**src/rtl/rce_pkg.sv**
```systemverilog
package rce_pkg;

  typedef enum logic [3:0] {
    CL_DATA,
    CL_FILL,
    CL_SOC,
    CL_CMD,
    CL_ADDR,
    CL_IRQ_UP,
    CL_IRQ_DN,
    CL_VIOL,
    CL_SPECIAL
  } char_cls_e;

  typedef enum logic [1:0] {
    PD_NONE,
    PD_SOC,
    PD_CMD,
    PD_ADDR
  } pend_e;

  // marker classes map onto pending kinds
  function automatic pend_e marker_kind(input char_cls_e c);
    case (c)
      CL_SOC:  marker_kind = PD_SOC;
      CL_CMD:  marker_kind = PD_CMD;
      CL_ADDR: marker_kind = PD_ADDR;
      default: marker_kind = PD_NONE;
    endcase
  endfunction

  function automatic logic is_marker(input char_cls_e c);
    is_marker = (c == CL_SOC) || (c == CL_CMD) || (c == CL_ADDR);
  endfunction

  // characters that end a pending marker and may be delivered
  function automatic logic is_payload(input char_cls_e c);
    is_payload = (c == CL_DATA) || (c == CL_VIOL) || (c == CL_SPECIAL);
  endfunction

endpackage

```
**src/rtl/rce_classify.sv**
```systemverilog
module rce_classify
  import rce_pkg::*;
#(
  parameter int CHAR_W = 8,
  parameter logic [CHAR_W-1:0] CODE_FILL = 8'hBC,
  parameter logic [CHAR_W-1:0] CODE_SOC  = 8'hF7,
  parameter logic [CHAR_W-1:0] CODE_CMD  = 8'hFB,
  parameter logic [CHAR_W-1:0] CODE_ADDR = 8'hFD,
  parameter logic [CHAR_W-1:0] CODE_IRQU = 8'h1C,
  parameter logic [CHAR_W-1:0] CODE_IRQD = 8'h7C,
  parameter logic [CHAR_W-1:0] CODE_VIOL = 8'hFC
) (
  input  logic              is_k,
  input  logic [CHAR_W-1:0] ch,
  output char_cls_e         cls
);

  always_comb begin
    if (!is_k) begin
      cls = CL_DATA;
    end else begin
      case (ch)
        CODE_FILL: cls = CL_FILL;
        CODE_SOC:  cls = CL_SOC;
        CODE_CMD:  cls = CL_CMD;
        CODE_ADDR: cls = CL_ADDR;
        CODE_IRQU: cls = CL_IRQ_UP;
        CODE_IRQD: cls = CL_IRQ_DN;
        CODE_VIOL: cls = CL_VIOL;
        default:   cls = CL_SPECIAL;
      endcase
    end
  end

endmodule

```
**src/rtl/rce_prefix_state.sv**
```systemverilog
module rce_prefix_state
  import rce_pkg::*;
(
  input  logic  clk,
  input  logic  rst_n,
  input  logic  ev_marker,
  input  pend_e marker_in,
  input  logic  ev_consume,
  output pend_e pend_q
);

  always_ff @(posedge clk or negedge rst_n) begin
    if (!rst_n)          pend_q <= PD_NONE;
    else if (ev_marker)  pend_q <= marker_in;  // newer marker wins
    else if (ev_consume) pend_q <= PD_NONE;
  end

endmodule

```
**src/rtl/rce_addr_switch.sv**
```systemverilog
module rce_addr_switch #(
  parameter int CHAR_W = 8
) (
  input  logic              clk,
  input  logic              rst_n,
  input  logic              ev_addr_take,
  input  logic              addr_is_k,
  input  logic [CHAR_W-1:0] addr_char,
  input  logic [CHAR_W-1:0] own_addr,
  output logic              sw_on
);

  function automatic logic addr_hit(input logic k, input logic [CHAR_W-1:0] a,
                                    input logic [CHAR_W-1:0] mine);
    addr_hit = !k && (a == mine);
  endfunction

  always_ff @(posedge clk or negedge rst_n) begin
    if (!rst_n)            sw_on <= 1'b1;
    else if (ev_addr_take) sw_on <= addr_hit(addr_is_k, addr_char, own_addr);
  end

endmodule

```
**src/rtl/rce_irq_track.sv**
```systemverilog
module rce_irq_track (
  input  logic clk,
  input  logic rst_n,
  input  logic ev_up,
  input  logic ev_dn,
  output logic irq_q
);

  always_ff @(posedge clk or negedge rst_n) begin
    if (!rst_n)     irq_q <= 1'b0;
    else if (ev_up) irq_q <= 1'b1;
    else if (ev_dn) irq_q <= 1'b0;
  end

endmodule

```
**src/rtl/rce_extract.sv**
```systemverilog
module rce_extract
  import rce_pkg::*;
#(
  parameter int CHAR_W = 8,
  parameter logic [CHAR_W-1:0] CODE_FILL = 8'hBC,
  parameter logic [CHAR_W-1:0] CODE_SOC  = 8'hF7,
  parameter logic [CHAR_W-1:0] CODE_CMD  = 8'hFB,
  parameter logic [CHAR_W-1:0] CODE_ADDR = 8'hFD,
  parameter logic [CHAR_W-1:0] CODE_IRQU = 8'h1C,
  parameter logic [CHAR_W-1:0] CODE_IRQD = 8'h7C,
  parameter logic [CHAR_W-1:0] CODE_VIOL = 8'hFC
) (
  input  logic              clk,
  input  logic              rst_n,
  input  logic              in_valid,
  input  logic              in_is_k,
  input  logic [CHAR_W-1:0] in_char,
  input  logic [CHAR_W-1:0] cfg_addr,
  input  logic              cfg_filter_en,
  output logic              out_valid,
  output logic [CHAR_W-1:0] out_data,
  output logic              out_soc,
  output logic              out_cmd,
  output logic              out_special,
  output logic              out_viol,
  output logic              irq_level
);

  char_cls_e cls;
  pend_e     pend_q;
  logic      sw_on;

  // named internal events
  logic ev_marker, ev_consume, ev_addr_take, ev_emit, ev_irq_up, ev_irq_dn;
  logic gate_open;

  rce_classify #(
    .CHAR_W(CHAR_W), .CODE_FILL(CODE_FILL), .CODE_SOC(CODE_SOC),
    .CODE_CMD(CODE_CMD), .CODE_ADDR(CODE_ADDR), .CODE_IRQU(CODE_IRQU),
    .CODE_IRQD(CODE_IRQD), .CODE_VIOL(CODE_VIOL)
  ) cls_i (
    .is_k(in_is_k), .ch(in_char), .cls(cls)
  );

  always_comb begin
    ev_marker    = in_valid && is_marker(cls);
    ev_consume   = in_valid && is_payload(cls);
    ev_addr_take = ev_consume && (pend_q == PD_ADDR);
    gate_open    = sw_on || !cfg_filter_en;
    ev_emit      = ev_consume && !ev_addr_take && gate_open;
    ev_irq_up    = in_valid && (cls == CL_IRQ_UP);
    ev_irq_dn    = in_valid && (cls == CL_IRQ_DN);
  end

  rce_prefix_state pfx_i (
    .clk(clk), .rst_n(rst_n), .ev_marker(ev_marker),
    .marker_in(marker_kind(cls)), .ev_consume(ev_consume), .pend_q(pend_q)
  );

  rce_addr_switch #(.CHAR_W(CHAR_W)) sw_i (
    .clk(clk), .rst_n(rst_n), .ev_addr_take(ev_addr_take),
    .addr_is_k(in_is_k), .addr_char(in_char), .own_addr(cfg_addr),
    .sw_on(sw_on)
  );

  rce_irq_track irq_i (
    .clk(clk), .rst_n(rst_n), .ev_up(ev_irq_up), .ev_dn(ev_irq_dn),
    .irq_q(irq_level)
  );

  always_ff @(posedge clk or negedge rst_n) begin
    if (!rst_n) begin
      out_valid   <= 1'b0;
      out_data    <= '0;
      out_soc     <= 1'b0;
      out_cmd     <= 1'b0;
      out_special <= 1'b0;
      out_viol    <= 1'b0;
    end else begin
      out_valid <= ev_emit;
      if (ev_emit) begin
        out_data    <= in_char;
        out_soc     <= (pend_q == PD_SOC);
        out_cmd     <= (pend_q == PD_CMD);
        out_special <= (cls == CL_SPECIAL);
        out_viol    <= (cls == CL_VIOL);
      end
    end
  end

endmodule

```
**config.mk**
```make
export PLATFORM = sky130hd
export DESIGN_NAME = rce_extract
export DESIGN_NICKNAME = d
export VERILOG_FILES = /design/src/rtl/rce_pkg.sv /design/src/rtl/rce_classify.sv /design/src/rtl/rce_prefix_state.sv /design/src/rtl/rce_addr_switch.sv /design/src/rtl/rce_irq_track.sv /design/src/rtl/rce_extract.sv
export SDC_FILE = /design/constraint.sdc
export NUM_CORES = 1
export LEC_CHECK = 0
export ABC_AREA = 1
export ABC_CLOCK_PERIOD_IN_PS = 2500
export CAP_MARGIN = 10
export CORE_MARGIN = 1
export CORE_UTILIZATION = 49
export DETAILED_ROUTE_END_ITERATION = 16
export PLACE_DENSITY_LB_ADDON = 0.15
export SETUP_SLACK_MARGIN = 0.05
export SYNTH_ARGS = -nofsm -noshare
export SYNTH_HDL_FRONTEND = slang
export SYNTH_SLANG_ARGS = --single-unit
```
**constraint.sdc**
```tcl
create_clock -name clk -period 2.5 [get_ports clk]
set_input_delay 0.375 -clock clk [delete_from_list [all_inputs] [get_ports clk]]
set_output_delay 0.375 -clock clk [all_outputs]
set_load 0.02 [all_outputs]
```
==> flow_metrics.py, run 1 <==
metrics = {
    "sta": {
        "setup_ws_ns": 0.480,
        "finalSetupTns_ns": 0,
        "slew_headroom_pct": 50.9,
        "min_period_over_period_pct": 80.8,
        "period_needed_ns": 2.02,
        "max_freq_mhz": 495,
        "whs_ns": 0.482,
        "worst_slew_pin_slew_ns": 0.735,
        "slew_viol_final": 0,
        "skew_ns": 0.0189,
        "rsz0062_at_grt": "no",
        "hold_viol": 0,
        "finalSetupViolCount": 0,
    },
    "grt": {
        "grt_pass1_vias": 974,
        "grt_pass1_wl_um": 4420,
        "grt_antenna_before_repair": 0,
        "grt_max_degree": 18,
        "grt_usage_pct": 24.1,
        "gr-total-overflow": 0,
    },
    "yosys": {
        "yosys_warnings": 0,
        "synth_simple_gate_area_share_pct": 43.3,
        "synth_cell_type_count": 24,
        "yosysSeqAreaShare_pct": 39.4,
        "synth-compound-area-share_pct": 5.89,
        "syn_area_mm2": 0.00108,
        "synth_fp_nets": 177,
        "synthCells": 156,
        "syn-mean-instance-area_um2": 6.95,
        "synth_top_family_by_area": "simple AND/OR/NAND/NOR gates",
        "synth_xor_area_share_pct": 2.42,
        "ys_ff_latch": 17,
        "synthMuxAreaShare_pct": 0,
        "synth_fa_ha_area_share_pct": 0,
    },
    "cts": {
        "htreeDepth": 1,
        "cts_setup_buffers": 0,
        "cts_hold_buf": 0,
        "clk-insertion-delay-late_ns": 0.30,
        "cts_root_buf": "clkbuf_4",
        "cts.clk_slew.worst_paths_ns": 0.11,
        "cts_tree": "done",
        "post_cts_resized": 0,
        "cts_buffers": 3,
        "cts_sinks": 17,
        "clockBufferDepth": 2,
    },
    "route": {
        "routed_wl_um": 2500,
        "avgRoutedWirePerCell_um": 11.4,
        "initialDrtViolationCount": 19,
        "drt_first_pass_iters": 5,
        "vias": 1083,
        "drc": 0,
        "drt-vias-per-instance": 4.95,
        "ant_nets": 0,
    },
    "floorplan": {
        "die_w_um": 49.0,
        "num_io_pins": 35,
        "die-area_mm2": 0.00240,
        "core_mm2": 0.00202,
        "rows": 16,
        "die_h_um": 49.0,
        "initial_core_util_pct": 53.6,
    },
    "pwr": {
        "p_leak_nw": 0.765,
        "power_frac_seq_pct": 47.6,
        "intPower_mw": 0.453,
        "p_sw_share_pct": 31.1,
        "combPwrFrac_pct": 30.0,
        "pwr-share-clk_pct": 22.4,
        "p_per_area_mw_per_mm2": 448,
        "switching_power_mw": 0.205,
        "ir_drop_v": 0.000249,
        "power_mw": 0.658,
    },
    "critical_path": {
        "cp-start-kind": "input port",
        "worst_ep_arrival_time_ns": 2.27,
        "startpoint": "in_char[4]",
        "cp_max_fo": 12,
        "reg2reg_from": "sw_i.sw_on",
        "critPathKind": "input port to flip-flop",
        "crit_path_end_kind": "flip-flop",
        "required_ns": 2.75,
    },
    "placement": {
        "place_area_mm2": 0.00144,
        "place_congestion": 0.795,
        "placedCellCount": 215,
        "pre_cts_ws_ns": 0.166,
        "io_buffers": 34,
        "dp_hpwl_um": 2000,
    },
    "cells_and_area": {
        "final_common_cell": "nand2_1",
        "instances_no_fill": 219,
        "final_cell_mix": "nand2_1 (70), clkdlybuf4s50_1 (34), inv_1 (17)",
        "drive_gt1_share_pct": 9.38,
        "num-nets-final": 214,
        "syn_to_final_growth_pct": 35.3,
        "antenna_cells": 0,
        "stdcell_area_mm2": 0.00147,
        "fillers": 167,
        "fin_util_pct": 72.5,
    },
    "flow_run": {
        "maxCapViolCount": 0,
    },
    "min_path": {
        "hold_path.startpoint": "out_data[4]",
        "hold_class": "flip-flop to flip-flop",
    },
    "run_status": {
        "status": "finished, final reports clean",
    },
}
## registers in the layout, summed over array words and instances, names as in the netlist
signal	count
irq_i.irq_q	1
out_cmd	1
out_data	8
out_soc	1
out_special	1
out_valid	1
out_viol	1
pfx_i.pend_q	2
sw_i.sw_on	1
## worst max-delay path: stages
cell             delay, ns
clkdlybuf4s50_1       0.56
nand2_1               0.15
nor2_4                0.16
nand3_2               0.14
a21oi_4               0.18
nand3_2               0.10
nand3_2               0.10
nand3_2               0.09
nor2_4                0.24
nand2_1               0.10
nand2_1               0.07
## cell usage after synthesis (all sizes together)
cell type,number,area share (%)
nand2,71,25
inv,19,6.6
dfrtp,16,37
nor2,15,6.8
nand3,13,8.3
nand4,4,2.3
a21oi,3,2.4
buf,3,2.4
o21ai,3,1.4
xor2,2,1.6
a211oi,1,0.69
dfstp,1,2.4
nor3,1,0.46
nor4,1,0.58
o2111ai,1,0.81
o22ai,1,0.58
xnor2,1,0.81
## layer usage
metal | GRT usage [%] | up-vias | wire (um)
met5 | 0 | - | 0
met4 | 11.3 | 0 | 49
met3 | 3.12 | 4 | 60
met2 | 36.6 | 29 | 1160
met1 | 34.2 | 486 | 1230
li1 | - | 564 | -
## logic make-up after synthesis
kind of cell	after synthesis
buffers and inverters	22
xor gates and xnor gates	3
AOI/OAI and AO/OA	9
DFF	17
and+or+nand+nor	105
## power groups by stage
stage,Combinational (mW),Sequential (mW),Clock [mW]
2_1_floorplan,0.0654,0.348,0
3_3_place_gp,0.193,0.318,0
3_5_place_dp,0.197,0.319,0
4_1_cts,0.198,0.313,0.148
5_1_grt,0.216,0.317,0.161
6_report,0.197,0.313,0.147
## cell type report
type / instances / area (um2) / area share (%)
clock inverters: 1 / 5.00 / 0.341
clock buffers: 3 / 22.5 / 1.54
flip-flops and latches: 17 / 427 / 29.1
well taps: 27 / 33.8 / 2.30
inverters: 19 / 71.3 / 4.86
repair buffers: 35 / 348 / 23.7
multi-input cells: 117 / 559 / 38.1
## final timing paths
path                                to  slack [ns]  cells past startpoint
max in group asynchronous  out_data[0]        1.52                      1
max reg2reg                   out_viol        1.25                      6
min in group asynchronous    out_valid        0.50                      1
max                           out_viol        0.48                     11
min reg2reg                out_data[4]        0.48                      2
min                        out_data[4]        0.48                      2
Note: power is estimated with default switching activity, not from simulation.
==> run 2: changes to the inputs <==
Settings changed: ABC_CLOCK_PERIOD_IN_PS 2500 to 1870, CORE_UTILIZATION 49 to 45.
Clock period 2.5 ns to 1.87 ns, I/O delays scaled along.
==> flow_metrics.py, run 2 (synthesis results as in run 1) <==
metrics = {
    "cells_and_area": {
        "final_common_cell": "nand2_1",
        "num-nets-final": 238,
        "drive_gt1_share_pct": 20.8,
        "largest_reg_flops": 8,
        "reg_top3": "out_data (8), pfx_i.pend_q (2)",
        "final_cell_mix": "nand2_1 (68), clkdlybuf4s50_1 (26), buf_4 (21)",
        "top_register": "out_data",
        "antenna_cells": 0,
        "syn_to_final_growth_pct": 58.2,
    },
    "sta": {
        "hold_viol": 0,
        "worst_slew_pin_slew_ns": 0.417,
        "whs_ns": 0.295,
        "setup_ws_ns": 0.162,
        "slew_viol_final": 0,
        "max_freq_mhz": 586,
        "rsz0062_at_grt": "no",
        "min_period_over_period_pct": 91.3,
        "skew_ns": 0.00104,
        "slew_headroom_pct": 72.0,
        "period_needed_ns": 1.71,
        "finalSetupViolCount": 0,
    },
    "route": {
        "drt-vias-per-instance": 4.89,
        "routed_wl_um": 3000,
        "drc": 0,
        "wl_met2_um": 1580,
        "wl_met3_um": 92,
        "ant_nets": 0,
        "top_layer": "met4",
        "avgRoutedWirePerCell_um": 12.3,
        "vias": 1194,
        "drt_first_pass_iters": 4,
        "initialDrtViolationCount": 33,
        "met1Wirelength_um": 1270,
    },
    "grt": {
        "grt_antenna_before_repair": 0,
        "grt_max_degree": 18,
        "grt_pass1_vias": 1054,
        "grt_usage_pct": 23.8,
        "grt_pass1_wl_um": 4520,
        "gr-total-overflow": 0,
    },
    "min_path": {
        "hold_class": "input port to flip-flop",
    },
    "floorplan": {
        "die_h_um": 51.1,
        "initial_core_util_pct": 48.5,
        "die-area_mm2": 0.00261,
        "rows": 17,
        "core_mm2": 0.00223,
        "die_w_um": 51.1,
        "num_io_pins": 35,
    },
    "placement": {
        "place_congestion": 0.821,
        "dp_hpwl_um": 2140,
        "io_buffers": 34,
        "pre_cts_ws_ns": -0.273,
    },
    "cts": {
        "cts_sinks": 17,
        "clk-insertion-delay-late_ns": 0.29,
        "cts_tree": "done",
        "htreeDepth": 1,
        "cts_hold_buf": 0,
        "cts_buffers": 3,
        "cts_root_buf": "clkbuf_4",
        "clockBufferDepth": 2,
        "cts.clk_slew.worst_paths_ns": 0.09,
    },
    "critical_path": {
        "cp-start-kind": "input port",
        "crit_path_end_kind": "flip-flop",
        "required_ns": 2.05,
        "critPathKind": "input port to flip-flop",
        "cp_max_fo": 6,
        "worst_ep_arrival_time_ns": 1.89,
    },
    "pwr": {
        "ir_drop_v": 0.000381,
        "p_leak_nw": 0.949,
        "p_per_area_mw_per_mm2": 539,
    },
    "flow_run": {
        "maxCapViolCount": 0,
    },
    "run_status": {
        "status": "finished, final reports clean",
    },
}
[run 2: changes by cell type in the layout (fill, tap and decap cells not counted), moves of 2 or more]
cell / change
clkdlybuf4s50_1: -8
nor2_4: +2
nand3_2: -2
nand3_4: +3
dlygate4sd2_1: +2
nand2_2: +2
dlymetal6s2s_1: +6
buf_4: +20
nand2_1: -2
buf_6: +3
[run 2: final timing paths]
path,startpoint,end,slack [ns],cells past startpoint
max,in_char[0],out_data[4],0.16,13
min,in_char[7],out_data[7],0.29,3
max reg2reg,sw_i.sw_on,out_data[4],0.48,6
min reg2reg,out_special,out_special,0.49,2
max in group asynchronous,rst_n,sw_i.sw_on,1.32,2
min in group asynchronous,rst_n,out_data[2],0.30,2
[run 2: final cells by class]
type	count	area, um2
fillers	154	519
well taps	28	35.0
multi-input cells	118	611
repair buffers	58	544
inverters	19	71.3
flip-flops and latches	17	427
clock buffers	4	26.3
[run 2: critical path, cell delays in order]
cell and delay, ns:
dlygate4sd2_1 0.31, inv_2 0.07, nand2_1 0.11, nor2_4 0.05, nand2_1 0.11, nand3_2 0.12, nor2_1 0.10, nand2_1 0.10
nand3_4 0.10, nand4_1 0.17, buf_6 0.21, nand2_1 0.07, nand2_1 0.07
[run 2: what timing repair did]
action | in CTS | in global routing
setup endpoints to repair | 9 | 17
pin swaps | 1 | 11
buffers inserted | 0 | 4
cloned | 1 | 1
gates resized for setup | 3 | 18
[run 2: stage by stage]
step,std cells,util [%],area (um2),setup TNS (ns),power [mW]
6_report,244,76.8,1710,0,0.924
4_1_cts,239,72.1,1610,0,0.911
5_1_grt,244,76.8,1710,0,0.976
2_1_floorplan,156,-,1080,0,0.552
3_5_place_dp,234,70.5,1580,-3.83,0.715
3_3_place_gp,234,70.5,1580,-3.18,0.707
[run 2: layer usage]
layer | up-vias | GRT usage, %
li1 | 610 | -
met1 | 548 | 28.5
met2 | 30 | 42.8
met3 | 6 | 2.68
met4 | 0 | 9.72
met5 | - | 0
[run 2: report_power, final]
group	switching, mW	internal [mW]	leakage [nW]
Clock	0.111	0.0829	0.0150
Sequential	0.0185	0.402	0.217
Combinational	0.160	0.150	0.716
